$ cat config.mk
export PLATFORM = sky130hd
export DESIGN_NAME = cfg_hdr_decode
export DESIGN_NICKNAME = d
export VERILOG_FILES = /design/src/rtl/cfghdr_pkg.sv /design/src/rtl/cfg_dword_reg.sv /design/src/rtl/cfg_win_match.sv /design/src/rtl/cfg_hdr_decode.sv
export SDC_FILE = /design/constraint.sdc
export NUM_CORES = 1
export LEC_CHECK = 0
export ABC_AREA = 1
export BUFFER_PORTS_ARGS = -buffer_cell sky130_fd_sc_hd__buf_2
export CAP_MARGIN = 20
export CORE_MARGIN = 2
export CORE_UTILIZATION = 51
export CTS_CLUSTER_DIAMETER = 100
export DETAILED_ROUTE_END_ITERATION = 10
export PLACE_DENSITY = 0.81
export SLEW_MARGIN = 20
export SYNTH_ARGS = -nofsm -noshare
export SYNTH_HDL_FRONTEND = slang
export SYNTH_SLANG_ARGS = --single-unit
$ cat constraint.sdc
create_clock -name clk -period 1.5 [get_ports clk]
set_input_delay 0.15 -clock clk [delete_from_list [all_inputs] [get_ports clk]]
set_output_delay 0.15 -clock clk [all_outputs]
set_load 0.05 [all_outputs]
$ cat src/rtl/cfghdr_pkg.sv
package cfghdr_pkg;

    localparam int DW_COUNT = 16;

    localparam int DW_ID    = 0;
    localparam int DW_CMD   = 1;
    localparam int DW_CLASS = 2;
    localparam int DW_IOBAR = 4;
    localparam int DW_M32   = 5;
    localparam int DW_M64LO = 6;
    localparam int DW_M64HI = 7;
    localparam int DW_CAP   = 13;
    localparam int DW_INT   = 15;

    typedef enum logic [1:0] {
        WIN_NONE  = 2'd0,
        WIN_IO    = 2'd1,
        WIN_MEM32 = 2'd2,
        WIN_MEM64 = 2'd3
    } win_e;

    typedef struct packed {
        logic        valid;
        logic        is_io;
        logic [39:0] addr;
    } req_t;

    typedef struct packed {
        logic        io_en;
        logic        mem_en;
        logic [24:0] io_base;
        logic [31:0] m32_base;
        logic [39:0] m64_base;
    } win_cfg_t;

    function automatic logic [31:0] clear_below(input int n);
        logic [31:0] one;
        one = 32'd1;
        return ~((one << n) - one);
    endfunction

    // Writable bits of each header dword.
    function automatic logic [31:0] dw_wmask(input int idx, input int io_lg,
                                             input int m32_lg, input int m64_lg);
        case (idx)
            DW_CMD:   return 32'h0000_0007;
            DW_IOBAR: return clear_below(io_lg) & 32'h01FF_FFFF;
            DW_M32:   return clear_below(m32_lg);
            DW_M64LO: return clear_below(m64_lg);
            DW_M64HI: return 32'h0000_00FF;
            DW_INT:   return 32'h0000_00FF;
            default:  return 32'h0;
        endcase
    endfunction

    // Fixed bits of each header dword.
    function automatic logic [31:0] dw_const(input int idx, input logic [15:0] vid,
                                             input logic [15:0] did, input logic [23:0] cls,
                                             input logic [7:0] rev, input logic [7:0] cap,
                                             input logic [7:0] pin);
        case (idx)
            DW_ID:    return {did, vid};
            DW_CMD:   return 32'h0010_0000;
            DW_CLASS: return {cls, rev};
            DW_IOBAR: return 32'h0000_0001;
            DW_M64LO: return 32'h0000_0004;
            DW_CAP:   return {24'h0, cap};
            DW_INT:   return {16'h0, pin, 8'h0};
            default:  return 32'h0;
        endcase
    endfunction

endpackage

$ cat src/rtl/cfg_dword_reg.sv
module cfg_dword_reg #(
    parameter logic [31:0] WMASK = 32'h0,
    parameter logic [31:0] RVAL  = 32'h0
) (
    input  logic        clk,
    input  logic        rst,
    input  logic        wr,
    input  logic [3:0]  be,
    input  logic [31:0] wdata,
    output logic [31:0] rdata
);
    logic unused_inputs;
    assign unused_inputs = ^{wdata, be};

    for (genvar b = 0; b < 4; b++) begin : g_lane
        localparam logic [7:0] LM = WMASK[8*b +: 8];
        if (LM != 8'h00) begin : g_store
            logic [7:0] q;
            always_ff @(posedge clk) begin
                if (rst) begin
                    q <= '0;
                end else if (wr && be[b]) begin
                    q <= wdata[8*b +: 8] & LM;
                end
            end
            assign rdata[8*b +: 8] = q | RVAL[8*b +: 8];
        end else begin : g_fixed
            assign rdata[8*b +: 8] = RVAL[8*b +: 8];
        end
    end
endmodule

$ cat src/rtl/cfg_win_match.sv
module cfg_win_match
    import cfghdr_pkg::*;
#(
    parameter int IO_SIZE_LOG2  = 8,
    parameter int M32_SIZE_LOG2 = 12,
    parameter int M64_SIZE_LOG2 = 20
) (
    input  logic     clk,
    input  logic     rst,
    input  req_t     req,
    input  win_cfg_t wc,
    output logic     hit,
    output win_e     win
);
    logic io_m, m32_m, m64_m;
    win_e win_d;
    logic unused_fields;
    assign unused_fields = ^{req, wc};

    always_comb begin
        io_m  = req.is_io && wc.io_en &&
                (req.addr[24:IO_SIZE_LOG2] == wc.io_base[24:IO_SIZE_LOG2]);
        m32_m = !req.is_io && wc.mem_en && (req.addr[39:32] == 8'h00) &&
                (req.addr[31:M32_SIZE_LOG2] == wc.m32_base[31:M32_SIZE_LOG2]);
        m64_m = !req.is_io && wc.mem_en &&
                (req.addr[39:M64_SIZE_LOG2] == wc.m64_base[39:M64_SIZE_LOG2]);
        if (!req.valid)  win_d = WIN_NONE;
        else if (io_m)   win_d = WIN_IO;
        else if (m32_m)  win_d = WIN_MEM32;
        else if (m64_m)  win_d = WIN_MEM64;
        else             win_d = WIN_NONE;
    end

    always_ff @(posedge clk) begin
        if (rst) begin
            hit <= 1'b0;
            win <= WIN_NONE;
        end else begin
            hit <= req.valid && (io_m || m32_m || m64_m);
            win <= win_d;
        end
    end
endmodule

$ cat src/rtl/cfg_hdr_decode.sv
module cfg_hdr_decode
    import cfghdr_pkg::*;
#(
    parameter logic [15:0] VENDOR_ID     = 16'h1A2B,
    parameter logic [15:0] DEVICE_ID     = 16'h3C4D,
    parameter logic [23:0] CLASS_CODE    = 24'h058000,
    parameter logic [7:0]  REV_ID        = 8'h01,
    parameter logic [7:0]  CAP_PTR       = 8'h40,
    parameter logic [7:0]  INT_PIN       = 8'h00,
    parameter int          IO_SIZE_LOG2  = 8,
    parameter int          M32_SIZE_LOG2 = 12,
    parameter int          M64_SIZE_LOG2 = 20
) (
    input  logic        clk,
    input  logic        rst,
    input  logic [3:0]  cfg_addr,
    input  logic        cfg_wr,
    input  logic [3:0]  cfg_be,
    input  logic [31:0] cfg_wdata,
    output logic [31:0] cfg_rdata,
    input  logic        req_valid,
    input  logic        req_is_io,
    input  logic [39:0] req_addr,
    output logic        req_hit,
    output logic [1:0]  req_win
);
    logic [31:0] dw_rd [DW_COUNT];
    logic        cmd_io_en;
    logic        cmd_mem_en;
    req_t        req;
    win_cfg_t    wc;
    win_e        win;

    for (genvar g = 0; g < DW_COUNT; g++) begin : g_dw
        localparam logic [31:0] WM = dw_wmask(g, IO_SIZE_LOG2, M32_SIZE_LOG2, M64_SIZE_LOG2);
        localparam logic [31:0] RV = dw_const(g, VENDOR_ID, DEVICE_ID, CLASS_CODE,
                                              REV_ID, CAP_PTR, INT_PIN);
        if (WM != 32'h0) begin : g_rw
            cfg_dword_reg #(.WMASK(WM), .RVAL(RV)) u_reg (
                .clk   (clk),
                .rst   (rst),
                .wr    (cfg_wr && (cfg_addr == 4'(g))),
                .be    (cfg_be),
                .wdata (cfg_wdata),
                .rdata (dw_rd[g])
            );
        end else begin : g_ro
            assign dw_rd[g] = RV;
        end
    end

    assign cfg_rdata  = dw_rd[cfg_addr];
    assign cmd_io_en  = dw_rd[DW_CMD][0];
    assign cmd_mem_en = dw_rd[DW_CMD][1];

    always_comb begin
        req.valid   = req_valid;
        req.is_io   = req_is_io;
        req.addr    = req_addr;
        wc.io_en    = cmd_io_en;
        wc.mem_en   = cmd_mem_en;
        wc.io_base  = dw_rd[DW_IOBAR][24:0];
        wc.m32_base = dw_rd[DW_M32];
        wc.m64_base = {dw_rd[DW_M64HI][7:0], dw_rd[DW_M64LO]};
    end

    cfg_win_match #(
        .IO_SIZE_LOG2  (IO_SIZE_LOG2),
        .M32_SIZE_LOG2 (M32_SIZE_LOG2),
        .M64_SIZE_LOG2 (M64_SIZE_LOG2)
    ) u_match (
        .clk (clk),
        .rst (rst),
        .req (req),
        .wc  (wc),
        .hit (req_hit),
        .win (win)
    );

    assign req_win = win;
endmodule

==> results.txt <==
The flow ran to the end, but the final reports show violations. The final reports fail on setup timing. The global-route met1 utilization is 0.3883, and the biggest cell delay along the critical path is 330 ps.

The launch point of the worst reg-to-reg path was g_dw[1].g_rw.u_reg.g_lane[0].g_store.q[1]. For the final setup violation count, the log shows 1. The die covers 8750 sq um.

The final clock skew was 10.25 ps. Compared with the post-synthesis result, the final layout area differs by 29.07%. At the pin with the least slew margin, the transition time is 342.5 ps. Class of the most critical hold timing path: input port to flip-flop. The routed via count is 4738, and the number of global-route vias before repair is 4343. Of all cell types, the one taking the most synthesized area is sky130_fd_sc_hd__dfxtp_1.

The tools report the maximum level of the CTS H-tree as 3. The run gives 0.6794 as the end-of-flow core utilization. Number of placement rows: 32. In this run the clock root is driven by a sky130_fd_sc_hd__clkbuf_8.

Ratio of cells with drive above 1 in the final layout: 0.2660. The number of cells on the worst reg-to-reg path was 10; the first-pass GRT wire length was 19.98 mm. The tools report the number of max-cap violations as 0. STA classifies the critical path endpoint as an output port. The pre-antenna-repair detailed-routing pass consisted of 5 iterations. The share of the clock period used by the worst path came out at 1.004.

The longest clock path from root to sink contains 2 buffers. The clock net in this run drives a total of 71 sinks. The insertion delay of the later-clocked pin in the worst-skew pair was 360 ps; the routed wire length per instance was 14.63 um. The final hold violation count was 0; the number of nets produced by synthesis was 728. The leading cell type in the layout, fill and taps excluded is sky130_fd_sc_hd__nand2_1.

At the end of the flow, the number of nets in the layout was 862. The tools report the post-synthesis sequential area ratio as 0.3476. For the number of buffers inserted during clock tree synthesis, the log shows 9. During synthesis, Yosys emitted a total of 0 warnings. The normalized max-slew margin was 0.7708. The endpoint identified for the worst register-to-register timing path is u_match.win[0]. Summed over all layers, the global routing overflow is 0.

The run gives 130 ps as the register-to-register setup slack. After global routing, the most crowded layer is met2. The worst-case setup margin in the final layout was -6.608 ps; the shortest period the worst path allows was 1507 ps. The initial antenna violation count was 0. TritonCTS built the clock tree. Detailed placement finished with a half-perimeter wire length of 9.797 mm. The category of the worst setup path launch point was a flip-flop. The run gives 399 as the number of design-rule violations left by the first detailed-router iteration. Met3 layer usage reported by global route: 0.04432. In this run the power density over the cells is 796.4 nW/um^2.

Once detail routing completed, the nets flagged for antenna violations numbered 0. The tools report the number of remaining DRC errors as 0. The height of the die was 93.54 um; the maximum number of pins on one net before global-route repair was 69. The post-synthesis instance area was 4089 sq um; the clock transition time at the flip-flop clock pins of the worst setup and hold paths was 80 ps.

Setup repair after global routing could not meet its margin everywhere. Averaged over all synthesized cells, the footprint is 6.359 sq um. The total routing usage reported by global routing is 0.2938, and the core box area is 7767 sq um. In the layout the commonest cells are sky130_fd_sc_hd__nand2_1, sky130_fd_sc_hd__buf_2, sky130_fd_sc_hd__inv_1, sky130_fd_sc_hd__nor2_1, sky130_fd_sc_hd__o21ai_0. The repair_antennas step left the layout with diodes totalling 0.

The top-area cell type share of the netlist area is 0.3476. Synthesis produced a netlist whose cell count is 643. The most critical setup path has its endpoint at cfg_rdata[24]. The die extent in x is 93.54 um, and the total leakage power is 2.467 nW. The maximum fanout encountered on the critical timing path was 3.

The signal on the critical path passes through inv_1 -> nor2_1 -> a221oi_2 -> o22ai_2 -> buf_6. Static timing analysis puts the maximum clock frequency at 0.6637 GHz. For the global-route track usage on met2, the log shows 0.4736. Across the VDD grid, the largest voltage drop is 0.4460 mV.

In the post-synthesis netlist, the biggest area contributors are sky130_fd_sc_hd__dfxtp_1, sky130_fd_sc_hd__nand2_1, sky130_fd_sc_hd__inv_1. The final design instance area without fill is 5278 sq um. Among all stages on the critical path, the largest delay is contributed by sky130_fd_sc_hd__dfxtp_1. Data on the critical path is required at its endpoint by 1350 ps. The run gives 0 as the number of slew-limit violations in the final report. The critical path starts at g_dw[4].g_rw.u_reg.g_lane[3].g_store.q[0]. After synthesis, the netlist uses 34 different library cells. The count of pins on the block boundary came out at 120. The critical path is of the flip-flop to output port type.

The register bit total from synthesis was 71; the ratio of routed vias to standard cells was 5.360. Starting density of the core: 0.5264. After detailed routing, the total wire length is 12.93 mm.

Routability-driven placement finished with a final weighted congestion of 0.9205. In this run the cell area measured after placement is 4907 sq um. Data arrives at the worst endpoint at 1360 ps. Number of port buffers: 111.
## critical path: cells and delay by family, from the launching register on
| family | cells | cell delay (ps) |
|---|---|---|
| buffers and inverters | 2 | 240 |
| and+or+nand+nor | 1 | 50 |
| DFF | 1 | 330 |
| AOI/OAI and AO/OA | 2 | 380 |
## cell usage after synthesis
master,n
sky130_fd_sc_hd__o21ai_2,2
sky130_fd_sc_hd__xor2_1,3
sky130_fd_sc_hd__nand3_1,12
sky130_fd_sc_hd__inv_4,1
sky130_fd_sc_hd__nor2_4,4
sky130_fd_sc_hd__nand4_1,2
sky130_fd_sc_hd__nor3_2,2
sky130_fd_sc_hd__inv_2,6
sky130_fd_sc_hd__a31oi_1,1
sky130_fd_sc_hd__or2_2,1
sky130_fd_sc_hd__o211ai_1,5
sky130_fd_sc_hd__nand2_2,6
sky130_fd_sc_hd__a21oi_2,2
sky130_fd_sc_hd__a21oi_1,55
sky130_fd_sc_hd__o32ai_1,1
sky130_fd_sc_hd__a221o_1,1
sky130_fd_sc_hd__xnor2_1,4
sky130_fd_sc_hd__nand2_4,2
sky130_fd_sc_hd__o22ai_1,7
sky130_fd_sc_hd__buf_6,3
sky130_fd_sc_hd__buf_4,3
sky130_fd_sc_hd__a22oi_1,4
sky130_fd_sc_hd__inv_1,97
sky130_fd_sc_hd__nand2_1,144
sky130_fd_sc_hd__nor2_8,2
sky130_fd_sc_hd__nor2_2,1
sky130_fd_sc_hd__clkbuf_1,8
sky130_fd_sc_hd__dfxtp_1,71
sky130_fd_sc_hd__o21ai_0,71
sky130_fd_sc_hd__o221ai_1,7
sky130_fd_sc_hd__buf_2,2
sky130_fd_sc_hd__o21ai_1,27
sky130_fd_sc_hd__nor2_1,85
sky130_fd_sc_hd__a221oi_1,1
## cells by family (layout without fill, tap and decap cells)
family,Yosys count,count (layout),share of synthesized area
simple gates,261,261,0.2714
flops,71,71,0.3476
xor+xnor,7,7,0.01499
compound gates,184,184,0.2463
buf+inv,120,259,0.1196
## area by class of cell
| type | count | area [sq um] |
|---|---|---|
| inverters | 104 | 410.4 |
| well taps | 102 | 127.6 |
| clock buffers | 12 | 145.1 |
| fillers | 705 | 2490 |
| flip-flops and latches | 71 | 1429 |
| multi-input cells | 452 | 2253 |
| repair buffers | 139 | 867.1 |
| clock inverters | 4 | 45.04 |
## routing by layer
metal	vias to the layer above	routed length [um]
met5	-	0
met3	41	1165
met2	247	5892
met4	0	425
li1	2344	-
met1	2106	5449
## sequential cells by signal, indices dropped and copies added (netlist names)
signal                            count
g_dw.g_rw.u_reg.g_lane.g_store.q     68
u_match.win                           2
u_match.hit                           1
## report_power, final
part	total, W	switching, W	internal (W)	leakage, nW
clock	0.00154	0.000736	0.000807	0.100
sequential	0.00192	0.0000135	0.00191	0.576
combinational	0.000739	0.000467	0.000272	1.79
total	0.00420	0.00122	0.00299	2.47
## metrics by stage
stage | hold WS [ps] | TNS [ps] | total power, W | worst slack [ps] | instances
final | 38.40 | -6.608 | 0.004203 | -6.608 | 884
after global routing | 65.59 | -202.6 | 0.004355 | -50.33 | 884
after CTS | 29.80 | -5.671 | 0.004163 | -5.671 | 881
after detailed placement | 344.3 | -7.298 | 0.002646 | -5.493 | 864
after global placement | 341.2 | 0 | 0.002636 | 11.62 | 864
after floorplan | 219.1 | -1714 | 0.002344 | -318.2 | 643
## worst min path at each step
| stage | start | end | slack [ps] | cells past startpoint |
|---|---|---|---|---|
| 6_report | cfg_wdata[7] | g_dw[15].g_rw.u_reg.g_lane[0].g_store.q[7] | 40 | 3 |
| 5_1_grt | cfg_wdata[14] | g_dw[5].g_rw.u_reg.g_lane[1].g_store.q[6] | 70 | 3 |
| 4_1_cts | cfg_wdata[7] | g_dw[15].g_rw.u_reg.g_lane[0].g_store.q[7] | 30 | 3 |
| 3_5_place_dp | rst | g_dw[4].g_rw.u_reg.g_lane[2].g_store.q[7] | 340 | 2 |
| 3_3_place_gp | rst | g_dw[4].g_rw.u_reg.g_lane[2].g_store.q[7] | 340 | 2 |
| 2_1_floorplan | rst | g_dw[4].g_rw.u_reg.g_lane[2].g_store.q[7] | 220 | 1 |
## what timing repair did
item | 4_1_cts | 5_1_grt
setup endpoints to repair | 10 | 26
hold buffers | 1 | 0
setup buffers | 0 | 3
resized for setup | 15 | 44
pin swaps | 1 | 8
endpoints found under the hold margin | 1 | 0
Power figures use the tool's default switching activity.
